<file path="src/rtl/fcd_pkg.sv">
package fcd_pkg;

    typedef enum logic [3:0] {
        S_IDLE_READ,
        S_UNLOCK_1,
        S_UNLOCK_2,
        S_ERASE_ARM,
        S_ERASE_UNLOCK_1,
        S_ERASE_UNLOCK_2,
        S_PROG_WAIT,
        S_ID_READ,
        S_BYPASS,
        S_BYPASS_PROG,
        S_BUSY
    } fcd_state_e;

    typedef enum logic [1:0] {
        MODE_ARRAY = 2'd0,
        MODE_ID    = 2'd1,
        MODE_BUSY  = 2'd2
    } fcd_mode_e;

    localparam logic [7:0] CMD_KEY_A      = 8'hAA;
    localparam logic [7:0] CMD_KEY_B      = 8'h55;
    localparam logic [7:0] CMD_IDENT      = 8'h90;
    localparam logic [7:0] CMD_WRITE      = 8'hA0;
    localparam logic [7:0] CMD_ERASE_SET  = 8'h80;
    localparam logic [7:0] CMD_SECTOR     = 8'h30;
    localparam logic [7:0] CMD_WHOLE      = 8'h10;
    localparam logic [7:0] CMD_BYP_ENTER  = 8'h20;
    localparam logic [7:0] CMD_BYP_LEAVE  = 8'h00;
    localparam logic [7:0] CMD_ABORT      = 8'hF0;

    localparam logic [15:0] CODE_MAKER  = 16'h00BF;
    localparam logic [15:0] CODE_DEVICE = 16'h236D;

    localparam logic [11:0] KEY_ADDR_A = 12'h555;
    localparam logic [11:0] KEY_ADDR_B = 12'h2AA;

endpackage

</file>
<file path="src/rtl/fcd_addr_match.sv">
module fcd_addr_match #(
    parameter int CMD_AW = 11
) (
    input  logic [CMD_AW-1:0] addr_lo,
    output logic              hit_a,
    output logic              hit_b
);
    import fcd_pkg::*;

    localparam logic [CMD_AW-1:0] MATCH_A = CMD_AW'(KEY_ADDR_A);
    localparam logic [CMD_AW-1:0] MATCH_B = CMD_AW'(KEY_ADDR_B);

    always_comb begin
        hit_a = (addr_lo == MATCH_A);
        hit_b = (addr_lo == MATCH_B);
    end
endmodule

</file>
<file path="src/rtl/fcd_busy_timer.sv">
module fcd_busy_timer #(
    parameter int PROG_CYCLES  = 4,
    parameter int ERASE_CYCLES = 16
) (
    input  logic clk,
    input  logic rst_n,
    input  logic start_prog,
    input  logic start_erase,
    input  logic abort,
    output logic done
);
    localparam int MAX_CYC = (PROG_CYCLES > ERASE_CYCLES) ? PROG_CYCLES : ERASE_CYCLES;
    localparam int CNT_W   = $clog2(MAX_CYC + 1);
    localparam logic [CNT_W-1:0] LOAD_PROG  = CNT_W'(PROG_CYCLES - 1);
    localparam logic [CNT_W-1:0] LOAD_ERASE = CNT_W'(ERASE_CYCLES - 1);

    logic [CNT_W-1:0] cnt_q;

    always_ff @(posedge clk or negedge rst_n) begin
        if (!rst_n) begin
            cnt_q <= '0;
        end else if (abort) begin
            cnt_q <= '0;
        end else if (start_erase) begin
            cnt_q <= LOAD_ERASE;
        end else if (start_prog) begin
            cnt_q <= LOAD_PROG;
        end else if (cnt_q != '0) begin
            cnt_q <= cnt_q - 1'b1;
        end
    end

    assign done = (cnt_q == '0);
endmodule

</file>
<file path="src/rtl/fcd_array.sv">
module fcd_array #(
    parameter int WORDS        = 64,
    parameter int SECTOR_WORDS = 16
) (
    input  logic                     clk,
    input  logic                     rst_n,
    input  logic                     prog_en,
    input  logic [$clog2(WORDS)-1:0] prog_idx,
    input  logic [15:0]              prog_data,
    input  logic                     sect_erase,
    input  logic [$clog2(WORDS)-1:0] erase_idx,
    input  logic                     chip_erase,
    input  logic [$clog2(WORDS)-1:0] rd_idx,
    output logic [15:0]              rd_word
);
    localparam int IDX_W = $clog2(WORDS);
    localparam int OFS_W = $clog2(SECTOR_WORDS);
    localparam int SEC_W = IDX_W - OFS_W;

    logic [15:0]      cell_q [WORDS];
    logic [SEC_W-1:0] erase_sec;

    assign erase_sec = erase_idx[IDX_W-1:OFS_W];

    for (genvar gi = 0; gi < WORDS; gi++) begin : g_word
        localparam logic [SEC_W-1:0] MY_SEC = SEC_W'(gi / SECTOR_WORDS);
        localparam logic [IDX_W-1:0] MY_IDX = IDX_W'(gi);
        logic wipe;
        logic hit;
        assign wipe = chip_erase | (sect_erase & (erase_sec == MY_SEC));
        assign hit  = prog_en & (prog_idx == MY_IDX);

        always_ff @(posedge clk or negedge rst_n) begin
            if (!rst_n) begin
                cell_q[gi] <= '1;
            end else if (wipe) begin
                cell_q[gi] <= '1;
            end else if (hit) begin
                cell_q[gi] <= cell_q[gi] & prog_data;
            end
        end
    end

    assign rd_word = cell_q[rd_idx];
endmodule

</file>
<file path="src/rtl/fcd_seq_fsm.sv">
module fcd_seq_fsm (
    input  logic                     clk,
    input  logic                     rst_n,
    input  logic                     wr_en,
    input  logic [7:0]               cmd,
    input  logic                     hit_a,
    input  logic                     hit_b,
    input  logic                     tmr_done,
    output fcd_pkg::fcd_state_e      state,
    output logic                     prog_en,
    output logic                     sect_erase,
    output logic                     chip_erase,
    output logic                     abort
);
    import fcd_pkg::*;

    fcd_state_e state_q, state_d;
    logic       byp_q, byp_d;

    // state register
    always_ff @(posedge clk or negedge rst_n) begin
        if (!rst_n) begin
            state_q <= S_IDLE_READ;
            byp_q   <= 1'b0;
        end else begin
            state_q <= state_d;
            byp_q   <= byp_d;
        end
    end

    // next-state logic
    always_comb begin
        state_d = state_q;
        byp_d   = byp_q;
        unique case (state_q)
            S_IDLE_READ: begin
                if (wr_en && hit_a && cmd == CMD_KEY_A) state_d = S_UNLOCK_1;
            end
            S_UNLOCK_1: begin
                if (wr_en) state_d = (hit_b && cmd == CMD_KEY_B) ? S_UNLOCK_2 : S_IDLE_READ;
            end
            S_UNLOCK_2: begin
                if (wr_en) begin
                    if (hit_a && cmd == CMD_IDENT)          state_d = S_ID_READ;
                    else if (hit_a && cmd == CMD_WRITE)     state_d = S_PROG_WAIT;
                    else if (hit_a && cmd == CMD_ERASE_SET) state_d = S_ERASE_ARM;
                    else if (hit_a && cmd == CMD_BYP_ENTER) state_d = S_BYPASS;
                    else                                    state_d = S_IDLE_READ;
                end
            end
            S_ERASE_ARM: begin
                if (wr_en) state_d = (hit_a && cmd == CMD_KEY_A) ? S_ERASE_UNLOCK_1 : S_IDLE_READ;
            end
            S_ERASE_UNLOCK_1: begin
                if (wr_en) state_d = (hit_b && cmd == CMD_KEY_B) ? S_ERASE_UNLOCK_2 : S_IDLE_READ;
            end
            S_ERASE_UNLOCK_2: begin
                if (wr_en) begin
                    if (cmd == CMD_SECTOR || (hit_a && cmd == CMD_WHOLE)) begin
                        state_d = S_BUSY;
                        byp_d   = 1'b0;
                    end else begin
                        state_d = S_IDLE_READ;
                    end
                end
            end
            S_PROG_WAIT: begin
                if (wr_en) begin
                    state_d = S_BUSY;
                    byp_d   = 1'b0;
                end
            end
            S_ID_READ: begin
                if (wr_en) state_d = S_IDLE_READ;
            end
            S_BYPASS: begin
                if (wr_en) begin
                    if (cmd == CMD_WRITE) state_d = S_BYPASS_PROG;
                    else if (cmd == CMD_BYP_LEAVE || cmd == CMD_ABORT) state_d = S_IDLE_READ;
                end
            end
            S_BYPASS_PROG: begin
                if (wr_en) begin
                    state_d = S_BUSY;
                    byp_d   = 1'b1;
                end
            end
            S_BUSY: begin
                if (wr_en && cmd == CMD_ABORT) begin
                    state_d = S_IDLE_READ;
                    byp_d   = 1'b0;
                end else if (tmr_done) begin
                    state_d = byp_q ? S_BYPASS : S_IDLE_READ;
                end
            end
            default: state_d = S_IDLE_READ;
        endcase
    end

    // action outputs
    always_comb begin
        prog_en    = 1'b0;
        sect_erase = 1'b0;
        chip_erase = 1'b0;
        abort      = 1'b0;
        unique case (state_q)
            S_PROG_WAIT, S_BYPASS_PROG: prog_en = wr_en;
            S_ERASE_UNLOCK_2: begin
                sect_erase = wr_en && cmd == CMD_SECTOR;
                chip_erase = wr_en && hit_a && cmd == CMD_WHOLE;
            end
            S_BUSY: abort = wr_en && cmd == CMD_ABORT;
            default: ;
        endcase
    end

    assign state = state_q;
endmodule

</file>
<file path="src/rtl/nor_cmd_decoder.sv">
module nor_cmd_decoder #(
    parameter int BUS_AW       = 16,
    parameter int CMD_AW       = 11,
    parameter int WORDS        = 64,
    parameter int SECTOR_WORDS = 16,
    parameter int PROG_CYCLES  = 4,
    parameter int ERASE_CYCLES = 16
) (
    input  logic              clk,
    input  logic              rst_n,
    input  logic              bus_we,
    input  logic [BUS_AW-1:0] bus_addr,
    input  logic [15:0]       bus_wdata,
    input  logic [BUS_AW-1:0] rd_addr,
    output logic [15:0]       rd_data,
    output logic [1:0]        dev_mode
);
    import fcd_pkg::*;

    localparam int IDX_W = $clog2(WORDS);

    logic       hit_a, hit_b;
    logic       tmr_done;
    logic       prog_en, sect_erase, chip_erase, abort;
    logic [15:0] arr_word;
    fcd_state_e fsm_state;

    fcd_addr_match #(.CMD_AW(CMD_AW)) u_match (
        .addr_lo (bus_addr[CMD_AW-1:0]),
        .hit_a   (hit_a),
        .hit_b   (hit_b)
    );

    fcd_seq_fsm u_fsm (
        .clk        (clk),
        .rst_n      (rst_n),
        .wr_en      (bus_we),
        .cmd        (bus_wdata[7:0]),
        .hit_a      (hit_a),
        .hit_b      (hit_b),
        .tmr_done   (tmr_done),
        .state      (fsm_state),
        .prog_en    (prog_en),
        .sect_erase (sect_erase),
        .chip_erase (chip_erase),
        .abort      (abort)
    );

    fcd_busy_timer #(
        .PROG_CYCLES  (PROG_CYCLES),
        .ERASE_CYCLES (ERASE_CYCLES)
    ) u_timer (
        .clk         (clk),
        .rst_n       (rst_n),
        .start_prog  (prog_en),
        .start_erase (sect_erase | chip_erase),
        .abort       (abort),
        .done        (tmr_done)
    );

    fcd_array #(
        .WORDS        (WORDS),
        .SECTOR_WORDS (SECTOR_WORDS)
    ) u_array (
        .clk        (clk),
        .rst_n      (rst_n),
        .prog_en    (prog_en),
        .prog_idx   (bus_addr[IDX_W-1:0]),
        .prog_data  (bus_wdata),
        .sect_erase (sect_erase),
        .erase_idx  (bus_addr[IDX_W-1:0]),
        .chip_erase (chip_erase),
        .rd_idx     (rd_addr[IDX_W-1:0]),
        .rd_word    (arr_word)
    );

    // output decode
    always_comb begin
        unique case (fsm_state)
            S_BUSY: begin
                dev_mode = MODE_BUSY;
                rd_data  = '0;
            end
            S_ID_READ: begin
                dev_mode = MODE_ID;
                if (rd_addr == BUS_AW'(0))      rd_data = CODE_MAKER;
                else if (rd_addr == BUS_AW'(1)) rd_data = CODE_DEVICE;
                else                            rd_data = '0;
            end
            default: begin
                dev_mode = MODE_ARRAY;
                rd_data  = arr_word;
            end
        endcase
    end
endmodule

</file>
<file path="config.mk">
export PLATFORM = sky130hd
export DESIGN_NAME = nor_cmd_decoder
export DESIGN_NICKNAME = d
export VERILOG_FILES = /design/src/rtl/fcd_pkg.sv /design/src/rtl/fcd_addr_match.sv /design/src/rtl/fcd_busy_timer.sv /design/src/rtl/fcd_array.sv /design/src/rtl/fcd_seq_fsm.sv /design/src/rtl/nor_cmd_decoder.sv
export SDC_FILE = /design/constraint.sdc
export NUM_CORES = 2
export LEC_CHECK = 0
export BUFFER_PORTS_ARGS = -buffer_cell sky130_fd_sc_hd__buf_2
export CORE_UTILIZATION = 40
export DETAILED_ROUTE_END_ITERATION = 16
export SYNTH_ARGS = -nofsm -noshare
export SYNTH_HDL_FRONTEND = slang
export SYNTH_HIERARCHICAL = 1
export SYNTH_SLANG_ARGS = --single-unit
</file>
<file path="constraint.sdc">
create_clock -name clk -period 3.87 [get_ports clk]
set_input_delay 0.774 -clock clk [delete_from_list [all_inputs] [get_ports clk]]
set_output_delay 0.774 -clock clk [all_outputs]
set_load 0.01 [all_outputs]
</file>
==> summary.md <==
| Metric | Value |
|---|---|
| Clk slew on worst S/H paths | approximately 0.06 ns |
| Worst Path Arrival | 3.09 ns |
| Ys flop type | dfstp_2 |
| Synthesis-stage register bit count | 1034 |
| CTS H-tree depth | 3 |
| CTS tree | done |
| Post-synthesis cell type count | between 70 and 80 |
| Sequential area share after synthesis | 0.5763 |
| RR Endpoint | u_array/cell_q[679]$_DFFE_PN1P_ |
| Tot GR Track Use | 0.2355 |
| Grt ovf | 0 |
| Fmax | roughly 260 MHz |
| Die Y | 345.2 um |
| Fin worst setup slack | roughly 0.0067 ns |
| WS Path Type | input port to output port |
| DRT iter0 DRCs | 3538 |
| Reg2Reg Depth | 9 |
| Pre-CTS setup slack | -0.07747 ns |
| Crit start category | input port |
| Commonest non-fill, non-tap cell in the layout | nand2_1 |
| Static leakage | 26.07 nW |
| NumNets Final | 4441 |
| Residual DRC count | 0 |
| WHS | 0.4734 ns |
| Initial core utilization | 0.4044 |
| Mapped Nets | 4367 |
| Crit Path Max Fanout | 11 |
| Global-route wire length before repair | 217.3 mm |
| Ports | 69 |
| PwrDens | roughly 430 nW/um^2 |
| Via density | 5.792 |
| Reg-to-Reg Start | u_fsm/state[1]$_DFFE_PN0P_ |
| Setup violators final | 0 |
| Max Root-Sink Buffers | 3 |
| PortBufs | 63 |
| Total core area | roughly 120000 um^2 |
| Vias | 34.77k |
| Period utilisation layout | 0.9983 |
| Antenna violations before repair | 4 |
| Area added between synthesis and finish | 15.49% |
| Pin count of the biggest net entering global routing | 208 |
| Synth warn | 6 |
| Mapped Cells | approximately 4.3k |
| Skew final | 0.02951 ns |
| Final RePlAce weighted congestion | roughly 0.91 |
| Setup TNS | 0 ns |
| Hold crit path type | register to register |
| Final instance area | 54420 um^2 |
| Post-route ant nets | 0 |
| Horiz. Die Dim | 345.2 um |
| Worst-Skew Late Latency | 0.70 ns |
| Util after Layout | 0.4671 |
| Fin cells | 6003 |
| Routed WL per cell | roughly 24 um |
| Std cell rows | 125 |
| Critical Path Sink Type | output port |
| Initial DRT Pass Iterations | 6 |
| Post-layout min period | 3.863 ns |
| Async set-reset flop share out of synthesis | 1.000 |
| Max_slew headroom | 0.1881 |
| Worst Max-Slew Pin Slew | 1.218 ns |
| Layout cells sized above 1 | 0.4142 |
| Most frequent cells in the layout | nand2_1, dfstp_2, o21ai_0, buf_4, mux4_2 |
| # placed instances | 5802 |
| Post-Syn Area | 47120 um^2 |
| Reg2reg setup slack | approximately 0.45 ns |
| Die ar. | 119200 um^2 |
| Syn Area/Cell | 10.92 um^2 |
| RSZ-0062 raised after global routing | yes |
| Max IR drop VDD | between 0.0003 and 0.0004 V |
| EDFF count, synth | 0 |
| Run status | complete, no violations |
| Post CTS Setup Buffer Count | 0 |
| CTS Buf Count | about 110 |
| Critical Path RT | 3.10 ns |
| Clock tree sinks | 1034 |
| Total Wirelength | 142.3 mm |
| Pins over their slew limit | 0 |
| Hold path startpoint | u_array/cell_q[248]$_DFFE_PN1P_ |
| Hold Path Cell Cnt | 2 |
| Worst hold path endpoint | u_array/cell_q[248]$_DFFE_PN1P_ |
| Vias in the first global route | 34.64k |
| Hpwl dp | 87.65 mm |
| Hold Buf Count CTS | 0 |
| Final hold vios | 0 |
| CTS root buffer | clkbuf_16 |
| Total Power | 23.45 mW |
| Maxcap violations | 0 |
| Placed cell area | 50460 um^2 |
cell usage after synthesis (8+ instances only):
cell type  count  area (um^2)
nand2_1     1112         4174
dfstp_2     1024        26910
o21ai_0     1015         5080
clkbuf_1     303         1137
mux4_2       198         4459
mux2i_1      112         1121
buf_2         45        225.2
a22oi_1       41        307.8
o22ai_1       40        250.2
mux2_2        28        315.3
nor2_1        24        90.09
nand3_1       23        115.1
o21ai_1       22        110.1
buf_1         21        78.83
buf_4         20        150.1
nand2b_1      19        118.9
nand4_1       17        106.4
o32ai_1       16        140.1
a21oi_1       15        75.07
nor3_1        15        75.07
buf_6         13        146.4
o221ai_1      13        113.9
dfrtp_1       10        250.2
and3_1         9        56.30
nor4_1         9        56.30
a211o_1        8        70.07
inv_1          8        30.03
mux4_1         8        210.2
nor2b_1        8        50.05
o2bb2ai_1      8        70.07
logic make-up after synthesis:
kind of cell    count (synthesis)  share of synthesized area
xor+xnor                        5                  0.0009295
buf+inv                       414                    0.03887
compound gates               1219                     0.1392
fa+ha+maj                       1                  0.0002655
simple gates                 1292                     0.1139
mux                           350                     0.1305
flops                        1034                     0.5763
flip-flops by register name, indices dropped and copies added, names as in the netlist:
| signal | count |
|---|---|
| u_array/cell_q | 1024 |
| u_timer/cnt_q | 5 |
| u_fsm/state | 4 |
| u_fsm/byp_q | 1 |
layout make-up:
type / count / area (um^2)
clock buffers: 162 / 3278
inverters: 9 / 33.78
well taps: 1524 / 1907
flip-flops and latches: 1034 / 27160
repair buffers: 369 / 3226
diodes: 1 / 2.502
fillers: 10590 / 62100
clock inverters: 37 / 501.7
multi-input cells: 2867 / 18320
metal layers:
metal	global-route usage	vias up	share of wire
met5	0	-	0.00022
li1	-	15270	-
met3	0.05364	199	0.076
met2	0.3615	1273	0.46
met1	0.3352	18030	0.44
met4	0.06259	4	0.025
timing repair:
action	in CTS	in global routing
resized for setup	10	21
endpoints found under the setup margin	10	15
gates cloned	0	1
pin swaps	1	1
worst max-delay path, cell delays in order:
cell	delay, ns
buf_12	0.15
buf_12	0.18
buf_4	0.18
or3_1	0.38
buf_4	0.18
o22ai_2	0.35
nor3_1	0.15
nand2_1	0.23
o21ai_1	0.16
and3_1	0.17
buf_2	0.14
power breakdown:
| group | internal (mW) | total [mW] | switching, mW |
|---|---|---|---|
| Combinational | 0.537 | 1.55 | 1.02 |
| Sequential | 10.9 | 10.9 | 0.0451 |
| Clock | 6.57 | 11.0 | 4.39 |
how the worst max path moves through the flow:
stage / from / endpoint / slack (ns) / cells past startpoint
final: rd_addr[0] / rd_data[10] / 0.007 / 11
after detailed placement: rd_addr[4] / rd_data[7] / -0.08 / 12
after CTS: rd_addr[0] / rd_data[1] / 0.01 / 12
after floorplan: rd_addr[2] / rd_data[1] / 0.70 / 11
after global placement: rd_addr[0] / rd_data[13] / -0.15 / 9
after global routing: rd_addr[2] / rd_data[15] / -0.004 / 9
No activity file was read; power rests on OpenSTA's default activity.
